File: config.mk
export PLATFORM = sky130hd
export DESIGN_NAME = gpio_port
export DESIGN_NICKNAME = d
export VERILOG_FILES = /design/src/rtl/gpio_port_pkg.sv /design/src/rtl/gpio_sync.sv /design/src/rtl/gpio_trig_cell.sv /design/src/rtl/gpio_irq_merge.sv /design/src/rtl/gpio_port.sv
export SDC_FILE = /design/constraint.sdc
export NUM_CORES = 1
export LEC_CHECK = 0
export ABC_AREA = 1
export BUFFER_PORTS_ARGS = -buffer_cell sky130_fd_sc_hd__buf_2
export CAP_MARGIN = 15
export CORE_UTILIZATION = 45
export DETAILED_ROUTE_END_ITERATION = 6
export PLACE_DENSITY = 0.64
export SLEW_MARGIN = 10
export SYNTH_ARGS = -nofsm -noshare
export SYNTH_HDL_FRONTEND = slang
export SYNTH_HIERARCHICAL = 1
export SYNTH_SLANG_ARGS = --single-unit
export TNS_END_PERCENT = 10
File: constraint.sdc
create_clock -name clk -period 1.8 [get_ports clk]
set_clock_uncertainty 0.05 [all_clocks]
set_input_delay 0.27 -clock clk [delete_from_list [all_inputs] [get_ports clk]]
set_output_delay 0.27 -clock clk [all_outputs]
set_load 0.05 [all_outputs]
File: src/rtl/gpio_port_pkg.sv
// Shared word-address map for the GPIO port register bus.
// Assumes: word addressing, 16 words, software decodes these positions.
package gpio_port_pkg;
    localparam int unsigned REG_AW = 4;

    typedef enum logic [REG_AW-1:0] {
        RA_DOUT  = 4'd0,
        RA_DIN   = 4'd1,
        RA_DIR   = 4'd2,
        RA_BYP   = 4'd3,
        RA_SET   = 4'd4,
        RA_CLR   = 4'd5,
        RA_PEN   = 4'd6,
        RA_PSEL  = 4'd7,
        RA_IEN   = 4'd8,
        RA_RAW   = 4'd9,
        RA_MST   = 4'd10,
        RA_IMASK = 4'd11,
        RA_ACK   = 4'd12,
        RA_MODE  = 4'd13,
        RA_BOTH  = 4'd14,
        RA_POL   = 4'd15
    } reg_addr_e;
endpackage

File: src/rtl/gpio_sync.sv
// Multi-stage input synchronizer. It also keeps one extra delayed copy
// so that edges can be found.
// Assumes: inputs are asynchronous to clk; STAGES >= 2.
module gpio_sync #(
    parameter int unsigned W      = 32,
    parameter int unsigned STAGES = 2
) (
    input  logic         clk,
    input  logic         rst_n,
    input  logic [W-1:0] d,
    output logic [W-1:0] q,
    output logic [W-1:0] q_prev
);
    localparam int unsigned DEPTH = STAGES + 1;

    logic [W-1:0] chain_q [DEPTH];

    // Shift the pins through the flop chain; clear it in reset.
    always_ff @(posedge clk) begin
        if (!rst_n) begin
            for (int k = 0; k < DEPTH; k++) chain_q[k] <= '0;
        end else begin
            chain_q[0] <= d;
            for (int k = 1; k < DEPTH; k++) chain_q[k] <= chain_q[k-1];
        end
    end

    assign q      = chain_q[STAGES-1];
    assign q_prev = chain_q[STAGES];
endmodule

File: src/rtl/gpio_trig_cell.sv
// Trigger detector for one pin: level or edge, with polarity and a
// both-edges option. Edge hits are latched until acknowledged. A new
// edge wins over an acknowledge in the same cycle.
// Assumes: smp and smp_d are synchronized samples one cycle apart.
module gpio_trig_cell (
    input  logic clk,
    input  logic rst_n,
    input  logic smp,
    input  logic smp_d,
    input  logic en,
    input  logic lvl_mode,
    input  logic pol,
    input  logic both,
    input  logic ack,
    output logic raw
);
    logic rise, fall, hit, set_edge, lvl_hit, latch_q;

    assign rise     = smp & ~smp_d;
    assign fall     = ~smp & smp_d;
    assign hit      = both ? (rise | fall) : (pol ? fall : rise);
    assign set_edge = en & ~lvl_mode & hit;
    assign lvl_hit  = pol ? ~smp : smp;

    // Hold the edge event until acknowledged; a new edge takes priority.
    always_ff @(posedge clk) begin
        if (!rst_n)        latch_q <= 1'b0;
        else if (set_edge) latch_q <= 1'b1;
        else if (ack)      latch_q <= 1'b0;
    end

    assign raw = lvl_mode ? (en & lvl_hit) : latch_q;

    // an edge arriving together with its acknowledge leaves status set.
    a_r8_edge_beats_ack: assert property (@(posedge clk) disable iff (!rst_n)
        (en && !lvl_mode && both && ack && (smp != smp_d)) |=> latch_q);

    // a disabled level pin never shows raw status.
    a_r9_disabled_level: assert property (@(posedge clk) disable iff (!rst_n)
        (lvl_mode && !en) |-> !raw);

    // with the mode unchanged and no acknowledge, latched edge status persists.
    a_r7_edge_held: assert property (@(posedge clk) disable iff (!rst_n)
        (!lvl_mode && latch_q && !ack) |=> latch_q);
endmodule

File: src/rtl/gpio_irq_merge.sv
// Applies the per-pin mask to raw status and OR-reduces the result
// onto one request line.
// Assumes: mask bit 1 hides the pin.
module gpio_irq_merge #(
    parameter int unsigned W = 32
) (
    input  logic [W-1:0] raw,
    input  logic [W-1:0] mask,
    output logic [W-1:0] masked,
    output logic         req
);
    assign masked = raw & ~mask;
    assign req    = |masked;
endmodule

File: src/rtl/gpio_port.sv
// GPIO port top: register bank, bus read mux, synchronizer, per-pin
// trigger detectors and interrupt merge.
// Assumes: one bus access per cycle; writes commit at the clock edge and
// reads are combinational from bus_addr.
module gpio_port
    import gpio_port_pkg::*;
#(
    parameter int unsigned PIN_N       = 32,
    parameter int unsigned SYNC_STAGES = 2
) (
    input  logic              clk,
    input  logic              rst_n,
    input  logic              bus_we,
    input  logic [REG_AW-1:0] bus_addr,
    input  logic [PIN_N-1:0]  bus_wdata,
    output logic [PIN_N-1:0]  bus_rdata,
    input  logic [PIN_N-1:0]  pin_in,
    output logic [PIN_N-1:0]  pin_out,
    output logic [PIN_N-1:0]  pin_oe,
    output logic              irq
);
    localparam logic [PIN_N-1:0] ALL_ONES = {PIN_N{1'b1}};

    reg_addr_e        ra;
    logic [PIN_N-1:0] dout_q, dir_q, byp_q, pen_q, psel_q;
    logic [PIN_N-1:0] ien_q, imask_q, mode_q, both_q, pol_q;
    logic [PIN_N-1:0] smp, smp_d, raw, masked, ack_v;

    assign ra = reg_addr_e'(bus_addr);

    // Commit bus writes to the stored words and the output set/clear ports.
    always_ff @(posedge clk) begin
        if (!rst_n) begin
            dout_q <= '0; dir_q <= '0; byp_q <= '0; pen_q <= '0; psel_q <= '0;
            ien_q <= '0; imask_q <= '0; mode_q <= '0; both_q <= '0; pol_q <= '0;
        end else if (bus_we) begin
            case (ra)
                RA_DOUT:  dout_q  <= bus_wdata;
                RA_SET:   dout_q  <= dout_q | bus_wdata;
                RA_CLR:   dout_q  <= dout_q & ~bus_wdata;
                RA_DIR:   dir_q   <= bus_wdata;
                RA_BYP:   byp_q   <= bus_wdata;
                RA_PEN:   pen_q   <= bus_wdata;
                RA_PSEL:  psel_q  <= bus_wdata;
                RA_IEN:   ien_q   <= bus_wdata;
                RA_IMASK: imask_q <= bus_wdata;
                RA_MODE:  mode_q  <= bus_wdata;
                RA_BOTH:  both_q  <= bus_wdata;
                RA_POL:   pol_q   <= bus_wdata;
                default:  ;
            endcase
        end
    end

    // Acknowledge pulses exist only during a write to the acknowledge port.
    assign ack_v = (bus_we && ra == RA_ACK) ? bus_wdata : '0;

    gpio_sync #(.W(PIN_N), .STAGES(SYNC_STAGES)) u_sync (
        .clk(clk), .rst_n(rst_n), .d(pin_in), .q(smp), .q_prev(smp_d)
    );

    for (genvar i = 0; i < PIN_N; i++) begin : g_pin
        gpio_trig_cell u_cell (
            .clk(clk), .rst_n(rst_n), .smp(smp[i]), .smp_d(smp_d[i]),
            .en(ien_q[i]), .lvl_mode(mode_q[i]), .pol(pol_q[i]),
            .both(both_q[i]), .ack(ack_v[i]), .raw(raw[i])
        );
    end

    gpio_irq_merge #(.W(PIN_N)) u_merge (
        .raw(raw), .mask(imask_q), .masked(masked), .req(irq)
    );

    // Select the word addressed on the bus; write-only ports read zero.
    always_comb begin
        case (ra)
            RA_DOUT:  bus_rdata = dout_q;
            RA_DIN:   bus_rdata = smp;
            RA_DIR:   bus_rdata = dir_q;
            RA_BYP:   bus_rdata = byp_q;
            RA_PEN:   bus_rdata = pen_q;
            RA_PSEL:  bus_rdata = psel_q;
            RA_IEN:   bus_rdata = ien_q;
            RA_RAW:   bus_rdata = raw;
            RA_MST:   bus_rdata = masked;
            RA_IMASK: bus_rdata = imask_q;
            RA_MODE:  bus_rdata = mode_q;
            RA_BOTH:  bus_rdata = both_q;
            RA_POL:   bus_rdata = pol_q;
            default:  bus_rdata = '0;
        endcase
    end

    assign pin_out = dout_q;
    assign pin_oe  = dir_q;

    // bits written to the set port are high afterwards.
    a_r2_set_bits: assert property (@(posedge clk) disable iff (!rst_n)
        (bus_we && ra == RA_SET) |=> ((pin_out & $past(bus_wdata)) == $past(bus_wdata)));

    // bits written to the clear port are low afterwards.
    a_r3_clear_bits: assert property (@(posedge clk) disable iff (!rst_n)
        (bus_we && ra == RA_CLR) |=> ((pin_out & $past(bus_wdata)) == '0));

    // a fully masked port never requests.
    a_r10_full_mask: assert property (@(posedge clk) disable iff (!rst_n)
        (imask_q == ALL_ONES) |-> !irq);

    // a reset cycle leaves outputs cleared and all pins as inputs.
    a_r11_reset_state: assert property (@(posedge clk)
        !rst_n |=> (pin_out == '0 && pin_oe == '0 && !irq));
endmodule

==> results.toml <==
[power]
ir_worst_vdd_mv = 0.592
power_density_nw_per_um2 = 768
power_leakage_nw = 14.1
power_mw = 23.4

[critical_path]
cp_slowest_stage_delay_ns = 0.37
crit_path_end_kind = "output pin"
cp.arrival_ns = 2.05
cp_common_cell = "nand2_2"
cp-start-kind = "flip-flop"
cp_max_fo = 3
critPathSlowestCell = "dfxtp_4"
critPathKind = "reg -> out"
cp.required_ns = 1.48
path_cells = "nand2_2, nand3_2, o21ai_2, nand2_2, inv_2, nand3_2, nand2_1, inv_1, nand2_1, nor2_1, nand2_2, buf_8"

[floorplan]
core.rowCount = 83
core-area_um2 = 51600
io_pins = 168
die_y_um = 231
start_util = 0.457
dieWidth_um = 231
die_area_um2 = 53400

[place]
gp_congestion = 0.977
hpwl_um = 60100
pre_cts_slack_ns = -0.364
place_area_um2 = 27600
dp_cells = 4591
io_buffers = 167

[layout]
diodes = 0
stdcell_count = 4741
post_route_cells_drive_above_1_share = 0.223
utilization = 0.591
syn2layout_area_growth_pct = 29.1
final_nets = 4158
finalInstanceArea_um2 = 30500

[global_route]
first_global_vias = 23300
grt.total_usage = 0.322
grt_max_degree = 65
grt.overflow.total = 0
antenna_found_initial = 2
grt_pass1_wl_um = 132000

[timing]
period_share = 1.32
rsz0062_at_grt = "true"
relSlewSlack = 0.543
worst_pin_slew_ns = 0.685
setup_ws_ns = -0.571
holdWs_ns = 0.0362
setup-tns-final_ns = -13.57
finalHoldViolations = 0
setup_viol = 33
period_needed_ns = 2.37
final_max_slew_viol_count = 0
timing.fmax_mhz = 422

[clock_tree]
clkLatencyLatePin_ns = 0.60
clock_path_buffers = 3
htreeDepth = 2
cts-root-buf = "clkbuf_16"
cts_tree = "built"
clock-sinks = 448
clkTransAtPathRegs_ns = 0.06
numCtsBuffers = 49

[yosys]
synthTopCellsByArea = "dfxtp_1 (38%), nand2_1 (16%), nand3_1 (11%)"
synth_warnings = 6
syn_inst = 3690
netlist_area_um2 = 23600
yosys.area.top_type_share = 0.380
synthDistinctLibCells = 26
syn_avg_cell_area_um2 = 6.40
yosys.area.top_type = "dfxtp_1"
synth_seq_cells = 448
seq_area_frac_synth = 0.380
synth_fp_nets = 3825

[route]
wl_per_cell_um = 18.2
num_vias = 24900
firstDrtPassIters = 6
drt_wl_total_um = 86500
first_iter_violations = 2628
ant_nets = 0
vias_per_cell = 5.25
post-route-drc-count = 0

[job]
max_cap_violations = 0

[run_status]
violations = "negative setup slack"
outcome = "complete, but fails checks"

[hold_path]
hp-class = "in -> reg"
[flip-flops by register name (all words and copies together), names as in the netlist]
register / flops
pen_q: 32
mode_q: 32
both_q: 32
psel_q: 32
ien_q: 32
imask_q: 32
pin_oe: 32
byp_q: 32
pol_q: 32
g_pin.u_cell/latch_q: 32
u_sync/chain_q: 96
pin_out: 32
[final cells by class]
class / count / area [um2]
clock buffer: 70 / 1410
clock inverter: 19 / 243
fill: 4969 / 21100
tap: 680 / 851
sequential: 448 / 9080
multi-input combinational: 2396 / 11700
inverter: 552 / 2080
timing repair buffer: 576 / 5170
[cell families after synthesis]
family          after synthesis  share of synthesized area
flops                       448                      0.380
compound gates              492                      0.109
buf+inv                     846                      0.150
fa+ha+maj                    64                     0.0339
simple gates               1840                      0.327
[power breakdown]
group          leakage (nW)  switching (mW)  total [mW]  internal [mW]
clock                 0.805            4.35        10.5           6.15
combinational          9.60            1.66        2.60          0.941
sequential             3.67           0.182        10.3           10.1
total                  14.1            6.19        23.4           17.2
[per-layer routing]
metal	track usage	wire length [um]	vias to the layer above	part of all wire
met1	0.405	34500	11300	0.40
met5	0	28	-	0.00032
met2	0.532	39600	1165	0.46
met3	0.0408	7160	268	0.083
met4	0.183	5160	4	0.060
li1	-	-	12100	-
[critical path: cells and delay by family (launching register included)]
family / cells / cell delay, ns
and+or+nand+nor: 8 / 0.60
DFF: 1 / 0.37
buffers and inverters: 3 / 0.27
AOI/OAI and AO/OA: 1 / 0.19
[synth_stat cells]
master,count
a21oi_1,288
a21oi_2,32
buf_1,9
buf_2,57
buf_4,65
buf_6,4
buf_8,1
clkbuf_1,157
clkbuf_2,1
clkinv_1,1
dfxtp_1,448
ha_1,64
inv_1,504
inv_2,47
nand2_1,1007
nand2_2,20
nand3_1,503
nand4_1,34
nor2_1,261
nor2_2,2
nor2_4,2
nor3_1,8
nor3_2,2
nor3_4,1
o21ai_0,171
o21ai_1,1
[cell usage in the layout (no fill, tap or decap), drive strengths merged]
master,instances
nand4,34
ha,64
dlygate4sd3,61
nand2,1027
o21ai,172
nor2,265
clkinvlp,3
bufinv,5
a21oi,320
inv,554
nand3,503
nor3,11
dfxtp,448
buf,514
clkinv,9
clkbuf,71
[what timing repair did]
item,CTS,global route
pin swaps,46,17
setup endpoints to repair,33,33
hold buffers,61,0
resized for setup,226,39
hold endpoints to repair,121,0
buffers inserted,3,2
[worst paths after layout]
| path | start | to | slack [ns] | depth (start not counted) |
|---|---|---|---|---|
| setup / recovery | u_sync/chain_q[0][62] | bus_rdata[30] | -0.57 | 12 |
| hold / removal | bus_wdata[8] | imask_q[8] | 0.04 | 3 |
| setup reg to reg | u_sync/chain_q[0][62] | g_pin[30].u_cell/latch_q | 0.45 | 8 |
| hold reg to reg | u_sync/chain_q[0][7] | u_sync/chain_q[0][39] | 0.36 | 2 |
Note: power is estimated with default switching activity, not from simulation.
